===== config.mk =====
export PLATFORM = sky130hd
export DESIGN_NAME = svl_vec_seq
export DESIGN_NICKNAME = d
export VERILOG_FILES = /design/src/rtl/svl_pkg.sv /design/src/rtl/svl_pred_gen.sv /design/src/rtl/svl_opnd_idx.sv /design/src/rtl/svl_elem_add.sv /design/src/rtl/svl_vec_seq.sv
export SDC_FILE = /design/constraint.sdc
export NUM_CORES = 1
export LEC_CHECK = 0
export ABC_AREA = 0
export CAP_MARGIN = 20
export CORE_MARGIN = 8
export CORE_UTILIZATION = 55
export DETAILED_ROUTE_END_ITERATION = 8
export PLACE_DENSITY = 0.86
export SETUP_SLACK_MARGIN = 0.15
export SYNTH_ARGS = -nofsm -noshare
export SYNTH_HDL_FRONTEND = slang
export SYNTH_HIERARCHICAL = 1
export SYNTH_SLANG_ARGS = --single-unit

===== constraint.sdc =====
create_clock -name clk -period 9.05 [get_ports clk]
set_clock_uncertainty 0.2 [all_clocks]
set_input_delay 1.81 -clock clk [delete_from_list [all_inputs] [get_ports clk]]
set_output_delay 1.81 -clock clk [all_outputs]
set_load 0.02 [all_outputs]

===== src/rtl/svl_pkg.sv =====
package svl_pkg;

  typedef enum logic [1:0] {
    PM_MASK     = 2'd0,
    PM_ALL      = 2'd1,
    PM_ONE      = 2'd2,
    PM_MASK_ALT = 2'd3
  } pred_mode_e;

  typedef enum logic {
    ST_IDLE = 1'b0,
    ST_RUN  = 1'b1
  } seq_state_e;

  localparam int unsigned N_OPND = 3;
  localparam int unsigned OP_RD  = 0;
  localparam int unsigned OP_RS1 = 1;
  localparam int unsigned OP_RS2 = 2;

endpackage


===== src/rtl/svl_pred_gen.sv =====
module svl_pred_gen #(
  parameter int MAXVL = 8,
  parameter int IW    = 3,
  parameter int VLW   = 4
) (
  input  logic [1:0]       mode,
  input  logic [IW-1:0]    sel,
  input  logic [MAXVL-1:0] mask,
  input  logic [VLW-1:0]   vl,
  output logic [MAXVL-1:0] pred
);
  import svl_pkg::*;

  logic [MAXVL-1:0] raw;

  always_comb begin
    unique case (pred_mode_e'(mode))
      PM_ALL:  raw = '1;
      PM_ONE:  raw = MAXVL'(1) << sel;
      default: raw = mask;
    endcase
  end

  // Bits at or beyond the element count never enable anything.
  for (genvar k = 0; k < MAXVL; k++) begin : g_clip
    assign pred[k] = raw[k] & (vl > VLW'(k));
  end

endmodule


===== src/rtl/svl_opnd_idx.sv =====
module svl_opnd_idx #(
  parameter int AW  = 5,
  parameter int IW  = 3,
  parameter int SVW = 3,
  parameter int SW  = 2
) (
  input  logic           clk,
  input  logic           rst_n,
  input  logic           load,
  input  logic [AW-1:0]  base_in,
  input  logic           vec_in,
  input  logic           step,
  input  logic [SW-1:0]  sub,
  input  logic [SVW-1:0] subvl,
  output logic [AW-1:0]  addr,
  output logic           is_vec
);
  localparam int WW = AW + IW + SVW + 1;

  logic [AW-1:0] base_q;
  logic          vec_q;
  logic [IW-1:0] idx_q;
  logic [WW-1:0] wide;

  always_ff @(posedge clk) begin
    if (!rst_n) begin
      base_q <= '0;
      vec_q  <= 1'b0;
      idx_q  <= '0;
    end else if (load) begin
      base_q <= base_in;
      vec_q  <= vec_in;
      idx_q  <= '0;
    end else if (step && vec_q) begin
      idx_q <= idx_q + IW'(1);
    end
  end

  assign wide   = WW'(base_q) + WW'(idx_q) * WW'(subvl) + WW'(sub);
  assign addr   = wide[AW-1:0];
  assign is_vec = vec_q;

endmodule


===== src/rtl/svl_elem_add.sv =====
module svl_elem_add #(
  parameter int XLEN = 16
) (
  input  logic [XLEN-1:0] a,
  input  logic [XLEN-1:0] b,
  output logic [XLEN-1:0] sum
);
  assign sum = a + b;
endmodule


===== src/rtl/svl_vec_seq.sv =====
module svl_vec_seq #(
  parameter  int XLEN     = 16,
  parameter  int NREG     = 32,
  parameter  int MAXVL    = 8,
  parameter  int MAXSUBVL = 4,
  localparam int AW       = $clog2(NREG),
  localparam int VLW      = $clog2(MAXVL + 1),
  localparam int SVW      = $clog2(MAXSUBVL + 1),
  localparam int IW       = $clog2(MAXVL),
  localparam int SW       = $clog2(MAXSUBVL)
) (
  input  logic             clk,
  input  logic             rst_n,
  input  logic             cmd_valid,
  output logic             cmd_ready,
  input  logic [VLW-1:0]   cmd_vl,
  input  logic [SVW-1:0]   cmd_subvl,
  input  logic             cmd_rd_vec,
  input  logic             cmd_rs1_vec,
  input  logic             cmd_rs2_vec,
  input  logic [AW-1:0]    cmd_rd_base,
  input  logic [AW-1:0]    cmd_rs1_base,
  input  logic [AW-1:0]    cmd_rs2_base,
  input  logic [1:0]       cmd_pred_mode,
  input  logic [IW-1:0]    cmd_pred_sel,
  input  logic [MAXVL-1:0] cmd_pred_mask,
  output logic [AW-1:0]    rs1_addr,
  output logic [AW-1:0]    rs2_addr,
  input  logic [XLEN-1:0]  rs1_data,
  input  logic [XLEN-1:0]  rs2_data,
  output logic             wr_en,
  output logic [AW-1:0]    wr_addr,
  output logic [XLEN-1:0]  wr_data,
  output logic             done
);
  import svl_pkg::*;

  seq_state_e       state;
  logic [IW-1:0]    i_q;
  logic [SW-1:0]    s_q;
  logic [VLW-1:0]   vl_q;
  logic [SVW-1:0]   subvl_q;
  logic [MAXVL-1:0] mask_q;
  logic             done_q;

  logic             accept;
  logic [VLW-1:0]   vl_c;
  logic [SVW-1:0]   subvl_c;
  logic [MAXVL-1:0] pred_new;

  logic             busy, elem_en, last_sub, last_elem;
  logic             outer_step, finish;
  logic             rs1_scalar;

  logic [AW-1:0]    op_base [N_OPND];
  logic             op_vin  [N_OPND];
  logic [AW-1:0]    op_addr [N_OPND];
  logic             op_vec  [N_OPND];

  // Command-edge normalisation of out-of-range lengths.
  assign vl_c = (cmd_vl > VLW'(MAXVL)) ? VLW'(MAXVL) : cmd_vl;

  always_comb begin
    if (cmd_subvl == '0)                 subvl_c = SVW'(1);
    else if (cmd_subvl > SVW'(MAXSUBVL)) subvl_c = SVW'(MAXSUBVL);
    else                                 subvl_c = cmd_subvl;
  end

  svl_pred_gen #(.MAXVL(MAXVL), .IW(IW), .VLW(VLW)) u_pred (
    .mode (cmd_pred_mode),
    .sel  (cmd_pred_sel),
    .mask (cmd_pred_mask),
    .vl   (vl_c),
    .pred (pred_new)
  );

  assign cmd_ready = (state == ST_IDLE);
  assign accept    = cmd_valid && cmd_ready;
  assign busy      = (state == ST_RUN);

  // Loop control: the predicate is indexed by the outer element only.
  assign elem_en    = mask_q[i_q];
  assign last_sub   = (SVW'(s_q) == subvl_q - SVW'(1));
  assign last_elem  = (VLW'(i_q) == vl_q - VLW'(1));
  assign outer_step = busy && (!elem_en || last_sub);
  assign finish     = outer_step && (last_elem || (elem_en && !op_vec[OP_RD]));

  assign op_base[OP_RD]  = cmd_rd_base;
  assign op_base[OP_RS1] = cmd_rs1_base;
  assign op_base[OP_RS2] = cmd_rs2_base;
  assign op_vin[OP_RD]   = cmd_rd_vec;
  assign op_vin[OP_RS1]  = cmd_rs1_vec;
  assign op_vin[OP_RS2]  = cmd_rs2_vec;

  for (genvar g = 0; g < N_OPND; g++) begin : g_opnd
    svl_opnd_idx #(.AW(AW), .IW(IW), .SVW(SVW), .SW(SW)) u_idx (
      .clk     (clk),
      .rst_n   (rst_n),
      .load    (accept),
      .base_in (op_base[g]),
      .vec_in  (op_vin[g]),
      .step    (outer_step),
      .sub     (s_q),
      .subvl   (subvl_q),
      .addr    (op_addr[g]),
      .is_vec  (op_vec[g])
    );
  end

  svl_elem_add #(.XLEN(XLEN)) u_add (
    .a   (rs1_data),
    .b   (rs2_data),
    .sum (wr_data)
  );

  assign rs1_addr   = op_addr[OP_RS1];
  assign rs2_addr   = op_addr[OP_RS2];
  assign wr_addr    = op_addr[OP_RD];
  assign wr_en      = busy && elem_en;
  assign done       = done_q;
  assign rs1_scalar = !op_vec[OP_RS1];

  always_ff @(posedge clk) begin
    if (!rst_n) begin
      state   <= ST_IDLE;
      i_q     <= '0;
      s_q     <= '0;
      vl_q    <= '0;
      subvl_q <= SVW'(1);
      mask_q  <= '0;
      done_q  <= 1'b0;
    end else begin
      done_q <= 1'b0;
      unique case (state)
        ST_IDLE: begin
          if (accept) begin
            vl_q    <= vl_c;
            subvl_q <= subvl_c;
            mask_q  <= pred_new;
            i_q     <= '0;
            s_q     <= '0;
            if (pred_new == '0) done_q <= 1'b1;
            else                state  <= ST_RUN;
          end
        end
        ST_RUN: begin
          if (outer_step) begin
            i_q <= i_q + IW'(1);
            s_q <= '0;
            if (finish) begin
              state  <= ST_IDLE;
              done_q <= 1'b1;
            end
          end else begin
            s_q <= s_q + SW'(1);
          end
        end
        default: state <= ST_IDLE;
      endcase
    end
  end

endmodule


Word level (Yosys, flattened, before mapping)
Cells that the tools add are included.
Storage, ports and cells
  flip-flop bits (word level): 49
  input bits: 73
  output and inout bits: 34
  logic and storage cells: 100
Operators by class
  add/sub/neg operators: 14
  multiply operators: 3
  $lt $le $gt $ge: 11
  equal/unequal tests: 6
  shifts and indexed selects: 1
  muxes and demuxes: 22
  bitwise logic cells: 10
  reduce and logical (&&, ||, !) cells: 17
Operators with widths (number)
  adder 16 bit: 1
  > comparator 4 x 3 -> 1 bit (second input constant): 4
  one-hot mux 8 bit (2 select lines): 1
  adder 5 x 2 -> 5 bit: 3
  adder 5 bit: 3
  multiplier 3 x 3 -> 5 bit: 3
  adder 3 x 1 -> 3 bit (second input constant): 4
  2-to-1 mux 3 bit: 4
  2-to-1 mux 1 bit: 9
  AND 1 bit: 8
  > comparator 4 x 1 -> 1 bit (second input constant): 2
  > comparator 4 x 2 -> 1 bit (second input constant): 2
  logical AND 1 bit: 8
  zero test 8 bit: 1
  left shift 1 x 3 -> 8 bit (first input constant): 1
  one-hot mux 3 bit (2 select lines): 1
  == test 3 x 4 -> 1 bit: 1
  > comparator 4 bit (second input constant): 1
  < comparator 3 x 4 -> 1 bit (second input constant): 1
  2-to-1 mux 2 bit: 2
  2-to-1 mux 4 bit: 1
  != test 2 x 1 -> 1 bit (second input constant): 2
  one-hot mux 1 bit (2 select lines): 2
  one-hot mux 2 bit (2 select lines): 1
  other kinds (14): 18

Depth between registers and ports, before layout
Gate-level depths: netlist of run 1.
  word-level depth: 9
  depth in mapped cells: 9
  depth with buffers taken out: 9

Modules after synthesis
Netlist of run 1, hierarchy kept.
Modules (own cells, without submodules)
  svl_opnd_idx: times used 3, cells each 77, area each 716.9 um2, sequential area each 180.2 um2
  svl_vec_seq: times used 1, cells each 143, area each 1174.9 um2, sequential area each 440.4 um2
  svl_elem_add: times used 1, cells each 98, area each 724.4 um2, sequential area each 0.0 um2
  svl_pred_gen: times used 1, cells each 40, area each 240.2 um2, sequential area each 0.0 um2

Least setup slack after synthesis of run 1
OpenSTA, ideal clock, no wires.
  path type: input -> output
  start point: input port rs1_data[0]
  end point: output port wr_data[10]
  arrival time: 3.554 ns
  required time: 7.040 ns
  slack: 3.486 ns
  stages: 6
  buffers on the path: 0
  path through: ha_1 -> fa_1 -> a21o_2 -> a311oi_2 -> nor3_1 -> nor3_1
On the way
  longest elaborated chain between the ends: 1
RTL lines
  from (decl): RTL line svl_vec_seq.sv:29  | input logic [XLEN-1:0] rs1_data,
  adder 16 bit: RTL line svl_elem_add.sv:8  | assign sum = a + b;
  to (decl): RTL line svl_vec_seq.sv:33  | output logic [XLEN-1:0] wr_data,
No other way between the ends.

Worst setup path after layout of run 1
  start point: input port rs1_data[0]
  end point: output port wr_data[12]
Same word-level chain as after synthesis.

==> flow_summary.toml, run 1 <==
[timing]
fmax_ghz = 0.149
finalSetupTns_ns = 0
fin_crit_ns = 6.71
hold_violations = 0
drv_slew = 0
worst_pin_slew_ns = 0.839
grt_setup_unrepaired = "no"
relSlewSlack_pct = 44.0
post-route-period-util_pct = 74.2
setup_viol = 0

[cells_and_area]
fin_util_pct = 72.2
antenna-diode-count = 0
final_nets = 748
final_cells = 718
area_growth_syn_to_layout_pct = 28.7
drive_gt1_share_pct = 3.73
fin_area_sq_um = 5520

[yosys]
syn_area_sq_um = 4290
yosys.cell_count.top_type = "nand2_1"
synthTopCellsByArea = "dfxtp_1 23%, ha_1 12%, fa_1 8.9%, nand2_1 6.0%, xnor2_1 5.7%"
synth_top_flop_cell = "dfxtp_1"
yosys_warnings = 6
post_synth.cell_area_avg_sq_um = 8.38
yosysSeqAreaShare_pct = 22.9
synth_top_area_cell = "dfxtp_1"
synth.net_count = 645
ys_ff_latch = 49
synth.distinct_cells = 53
synth_top_area_share_pct = 22.9
synth_edf_count = 0
postSynth.asyncResetShare_pct = 0
synthCells = 512
synth_common_cells = "69 x nand2_1, 55 x inv_1, 49 x dfxtp_1, 47 x a21oi_1, 41 x ha_1"

[grt]
grt_pass1_wl_um = 17600
grt_pass1_vias = 3861
grt_start_max_net_pins = 39
track_usage_pct = 19.1
grt_remaining_overflow = 0
antenna_found_initial = 0

[job]
maxCapViolCount = 0

[clock_tree]
cts_tree = "done"
clkLatencyLatePin_ns = 0.32
clockBufferDepth = 2
root_buffer = "clkbuf_8"
path_clk_slew_ns = 0.08
hold_buffers = 0
cts_made_buffers = 5
postCtsSetupBuffers = 0
cts_resized = 0
cts_htree_levels = 2
numClockSinks = 49

[power_and_ir_drop]
ir_worst_vdd_v = 0.0000625
internal_power_mw = 0.409
p_leak_nw = 2.34
p_seq_share_pct = 38.2
pwr-share-comb_pct = 40.7
finalPower_mw = 0.632
powerDensity_nw_per_um2 = 114
p_sw_mw = 0.223
clkPwrFrac_pct = 21.1
switching_share_pct = 35.3

[floorplanning]
dieArea_sq_um = 10900
start_util_pct = 56.1
rows = 32
die_y_um = 104
die_w_um = 104
io_pins = 107
core_area_sq_um = 7650

[route]
vias = 3822
drtPass1Iterations = 5
finalWirelength_um = 10400
antenna_left = 0
wl_per_cell_um = 14.4
drt_iter0_markers = 142
drc = 0
vias_per_cell = 5.32

[min_path]
hp-class = "reg2reg"

[critical_path]
setup.worst_path.start_class = "input port"
cp.arrival_ns = 4.70
worstPathRequired_ns = 7.04
path_class = "in2out"
critical_path.endpoint_type = "output pin"
crit_fanout = 3

[placement]
dpl.hpwl_um = 8370
dp_cells = 710
place_area_sq_um = 5430
portBuffers = 106
place.gp.congestion = 0.844

[run_status]
status = "finished, final reports clean"
==> worst max-delay path: stages <==
cell	delay (ns)
clkdlybuf4s50_1	0.40
ha_1	0.23
fa_1	0.40
a21o_2	0.26
a311oi_2	0.42
nor3_1	0.15
o41ai_2	0.25
xnor2_1	0.15
clkdlybuf4s50_1	0.62
==> final timing paths <==
| path | from | to | slack [ns] | cells past startpoint |
|---|---|---|---|---|
| setup / recovery | rs1_data[0] | wr_data[12] | 2.34 | 9 |
| hold / removal | mask_q[2]$_SDFFE_PN0P_ | mask_q[2]$_SDFFE_PN0P_ | 0.26 | 2 |
| setup reg to reg | subvl_q[0]$_SDFFE_PN1P_ | g_opnd[0].u_idx/idx_q[2]$_SDFFE_PP0P_ | 6.59 | 8 |
| hold reg to reg | mask_q[2]$_SDFFE_PN0P_ | mask_q[2]$_SDFFE_PN0P_ | 0.26 | 2 |
==> routing by layer <==
layer | wire, um | up-vias | part of all wire (%) | global-route usage, %
li1 | - | 1930 | - | -
met5 | 0 | - | 0 | 0
met2 | 5320 | 94 | 51 | 35.1
met4 | 242 | 0 | 2.3 | 6.51
met1 | 4280 | 1777 | 41 | 20.7
met3 | 515 | 21 | 5.0 | 4.71
==> area by class of cell <==
cell class | count | area [sq um]
tap | 102 | 128
clock buffer | 5 | 68.8
sequential | 49 | 981
clock inverter | 3 | 21.3
inverter | 57 | 214
fill | 593 | 2130
multi-input combinational | 395 | 3040
timing repair buffer | 107 | 1070
==> cell usage in the layout (no fill, tap or decap), drive strengths merged, types with 2 or more instances in the layout <==
cell	Yosys	final
a311oi	6	6
nand2b	5	5
nor4	2	2
nor2b	26	26
o22ai	4	4
ha	41	41
and2b	2	2
dfxtp	49	49
and2	15	15
xor2	19	19
a31oi	3	3
o21ai	10	10
clkbuf	6	5
nor3	8	8
inv	57	58
fa	19	19
a222oi	2	2
o32ai	2	2
a21o	11	11
xnor2	28	28
clkdlybuf4s50	0	106
nand4	2	2
nand3	14	14
a31o	2	2
a21oi	48	48
nor2	16	16
or2	2	2
nand2	69	69
o211ai	3	3
o21bai	2	2
mux2i	22	22
==> stage by stage <==
stage               hold slack [ns]  setup slack (ns)
finish                        0.261              2.34
global route                  0.281              2.25
CTS                           0.258              2.37
detailed placement            0.246              2.39
global placement              0.241              2.44
floorplan                     0.236              3.49
==> power groups by stage <==
stage | Combinational, mW | Clock, mW | Sequential [mW]
floorplan | 0.156 | 0 | 0.241
global placement | 0.251 | 0 | 0.246
detailed placement | 0.257 | 0 | 0.246
CTS | 0.258 | 0.137 | 0.241
global route | 0.279 | 0.146 | 0.244
finish | 0.257 | 0.133 | 0.242
==> logic make-up (layout without fill, tap and decap cells) <==
kind of cell    count (synthesis)  in the layout  synth area share (%)
compound gates                100            100                  16.3
xor+xnor                       47             47                  9.59
fa+ha+maj                      60             60                  20.8
buf+inv                        68            172                  6.27
flops                          49             49                  22.9
mux                            23             23                  5.48
simple gates                  165            165                  18.7
==> registers in the layout, indices dropped and copies added (netlist names) <==
| name | count |
|---|---|
| g_opnd.u_idx/base_q | 15 |
| g_opnd.u_idx/idx_q | 9 |
| mask_q | 8 |
| vl_q | 4 |
| g_opnd.u_idx/is_vec | 3 |
| i_q | 3 |
| subvl_q | 3 |
| s_q | 2 |
| busy | 1 |
| done | 1 |
Note: power is estimated with default switching activity, not from simulation.
==> run 2: changes to the inputs <==
CORE_UTILIZATION = 51   (was 55)
PLACE_DENSITY = 0.8   (was 0.86)
clock period = 6.5 ns   (was 9.05 ns; I/O delays follow)
==> run 2 against run 1 <==
First-iteration DRC count decreased by 4.9%. Sequential power increased by 39%. Via count decreased by 0.52%. Flip-flop and latch count unchanged. Combinational power increased by 39%. Largest power group unchanged. Die area increased by 6.6%. Critical path depth unchanged. Cell count increased by 0.42%. Largest cell class unchanged.
==> flow_summary.toml, run 2 (synthesis gave the netlist of run 1 again) <==
[run_status]
status = "finished, final reports clean"

[cells_and_area]
nFillCells = 665
largest-register = "g_opnd.u_idx/base_q"
antenna-diode-count = 0
area_growth_syn_to_layout_pct = 28.7
final_common_cell = "clkdlybuf4s50_1"
fin_util_pct = 67.6
multiInputGateArea_sq_um = 3040
final_cell_mix = "106 x clkdlybuf4s50_1, 69 x nand2_1, 55 x inv_1, 49 x dfxtp_1, 47 x a21oi_1"
seq_area_sq_um = 981
reg_top3 = "g_opnd.u_idx/base_q (15), g_opnd.u_idx/idx_q (9), mask_q (8)"
drive_gt1_share_pct = 3.57
largest_register_ffs = 15
final_nets = 748

[power_and_ir_drop]
switching_share_pct = 34.9
p_sw_mw = 0.305
clkPwrFrac_pct = 20.7
p_leak_nw = 2.34
internal_power_mw = 0.569
pwr-share-comb_pct = 40.8
finalPower_mw = 0.874
p_seq_share_pct = 38.5
ir_worst_vdd_v = 0.0000915
powerDensity_nw_per_um2 = 158

[critical_path]
cp_slowest_cell = "clkdlybuf4s50_1"
critical_path.endpoint_type = "output pin"
cp_slowest_stage_delay_ns = 0.63
crit_fanout = 3
path_class = "in2out"
cpMostUsedCell = "clkdlybuf4s50_1"
cp.arrival_ns = 4.15
worstPathRequired_ns = 5.00
rr_worst_depth = 8
crit_chain = "clkdlybuf4s50_1, ha_1, fa_1, a21o_2, a311oi_2, nor3_1, o41ai_2, xnor2_1, clkdlybuf4s50_1"
rr_startpoint = "subvl_q[0]$_SDFFE_PN1P_"
reg2reg_to = "g_opnd[1].u_idx/idx_q[0]$_SDFFE_PP0P_"
setup.worst_path.start_class = "input port"
r2r_slack_ns = 4.06

[job]
maxCapViolCount = 0

[route]
drc = 0
drt_iter0_markers = 135
drtPass1Iterations = 5
wl_per_cell_um = 14.2
finalWirelength_um = 10200
vias_per_cell = 5.27
antenna_left = 0
vias = 3802

[grt]
track_usage_pct = 18.0
antenna_found_initial = 0
grt_remaining_overflow = 0
grt_start_max_net_pins = 39
grt_pass1_wl_um = 17600
grt_pass1_vias = 3875

[timing]
hold_violations = 0
finalSetupTns_ns = 0
fin_ws_ns = 0.846
relSlewSlack_pct = 41.9
fmax_ghz = 0.177
post-route-period-util_pct = 87.0
worst_pin_slew_ns = 0.871
drv_slew = 0
setup_viol = 0
whs_ns = 0.259
fin_crit_ns = 5.65
grt_setup_unrepaired = "no"

[min_path]
hp-class = "reg2reg"
hold_depth = 2
min_to = "mask_q[6]$_SDFFE_PN0P_"
hold_start = "mask_q[6]$_SDFFE_PN0P_"

[clock_tree]
postCtsSetupBuffers = 0
path_clk_slew_ns = 0.10
hold_buffers = 0
clockBufferDepth = 2
cts_htree_levels = 2
numClockSinks = 49
cts_made_buffers = 5
cts_resized = 0
clkLatencyLatePin_ns = 0.31
root_buffer = "clkbuf_8"
cts_tree = "done"

[placement]
dpl.hpwl_um = 8290
pre_cts_slack_ns = 0.896
portBuffers = 106
place.gp.congestion = 0.850

[floorplanning]
die_w_um = 108
core_area_sq_um = 8180
die_y_um = 108
io_pins = 107
dieArea_sq_um = 11600
rows = 33
start_util_pct = 52.5
run 2: area by class of cell:
cell class | instances | area share, %
multi-input cells | 395 | 55.1
repair buffers | 107 | 19.3
flip-flops and latches | 49 | 17.8
inverters | 57 | 3.87
well taps | 105 | 2.38
clock buffers | 6 | 1.31
clock inverters | 2 | 0.272
run 2: how the worst max path moves through the flow:
stage | start | end | slack (ns) | depth (start not counted)
after global routing | rs1_data[0] | wr_data[12] | 0.68 | 9
after detailed placement | rs1_data[0] | wr_data[12] | 0.90 | 9
final | rs1_data[0] | wr_data[12] | 0.85 | 9
after global placement | rs1_data[0] | wr_data[12] | 0.88 | 9
after CTS | rs1_data[0] | wr_data[12] | 0.87 | 9
after floorplan | rs1_data[0] | wr_data[10] | 1.96 | 6
run 2: metrics by stage:
step | cells | area [sq um]
2_1_floorplan | 512 | 4290
3_3_place_gp | 713 | 5440
3_5_place_dp | 713 | 5440
4_1_cts | 721 | 5520
5_1_grt | 721 | 5520
6_report | 721 | 5520
run 2: metal layers:
metal  share of wire [%]  GRT usage, %
met5                   0             0
met4                 1.6          4.36
met3                 5.5          3.29
met2                  52          33.9
met1                  41          20.1
run 2: power groups by stage:
stage | combinational (mW) | clock, mW | sequential (mW)
after floorplan | 0.217 | 0 | 0.336
after global placement | 0.350 | 0 | 0.342
after detailed placement | 0.357 | 0 | 0.343
after CTS | 0.359 | 0.185 | 0.336
after global routing | 0.389 | 0.196 | 0.339
final | 0.357 | 0.181 | 0.336
run 2: worst max-delay path: cells and delay by family:
family                     cells  cell delay (ns)
buffers and inverters          2             1.03
AOI/OAI and AO/OA              3             0.89
adders and majority gates      2             0.63
xor gates and xnor gates       1             0.16
and+or+nand+nor                1             0.13
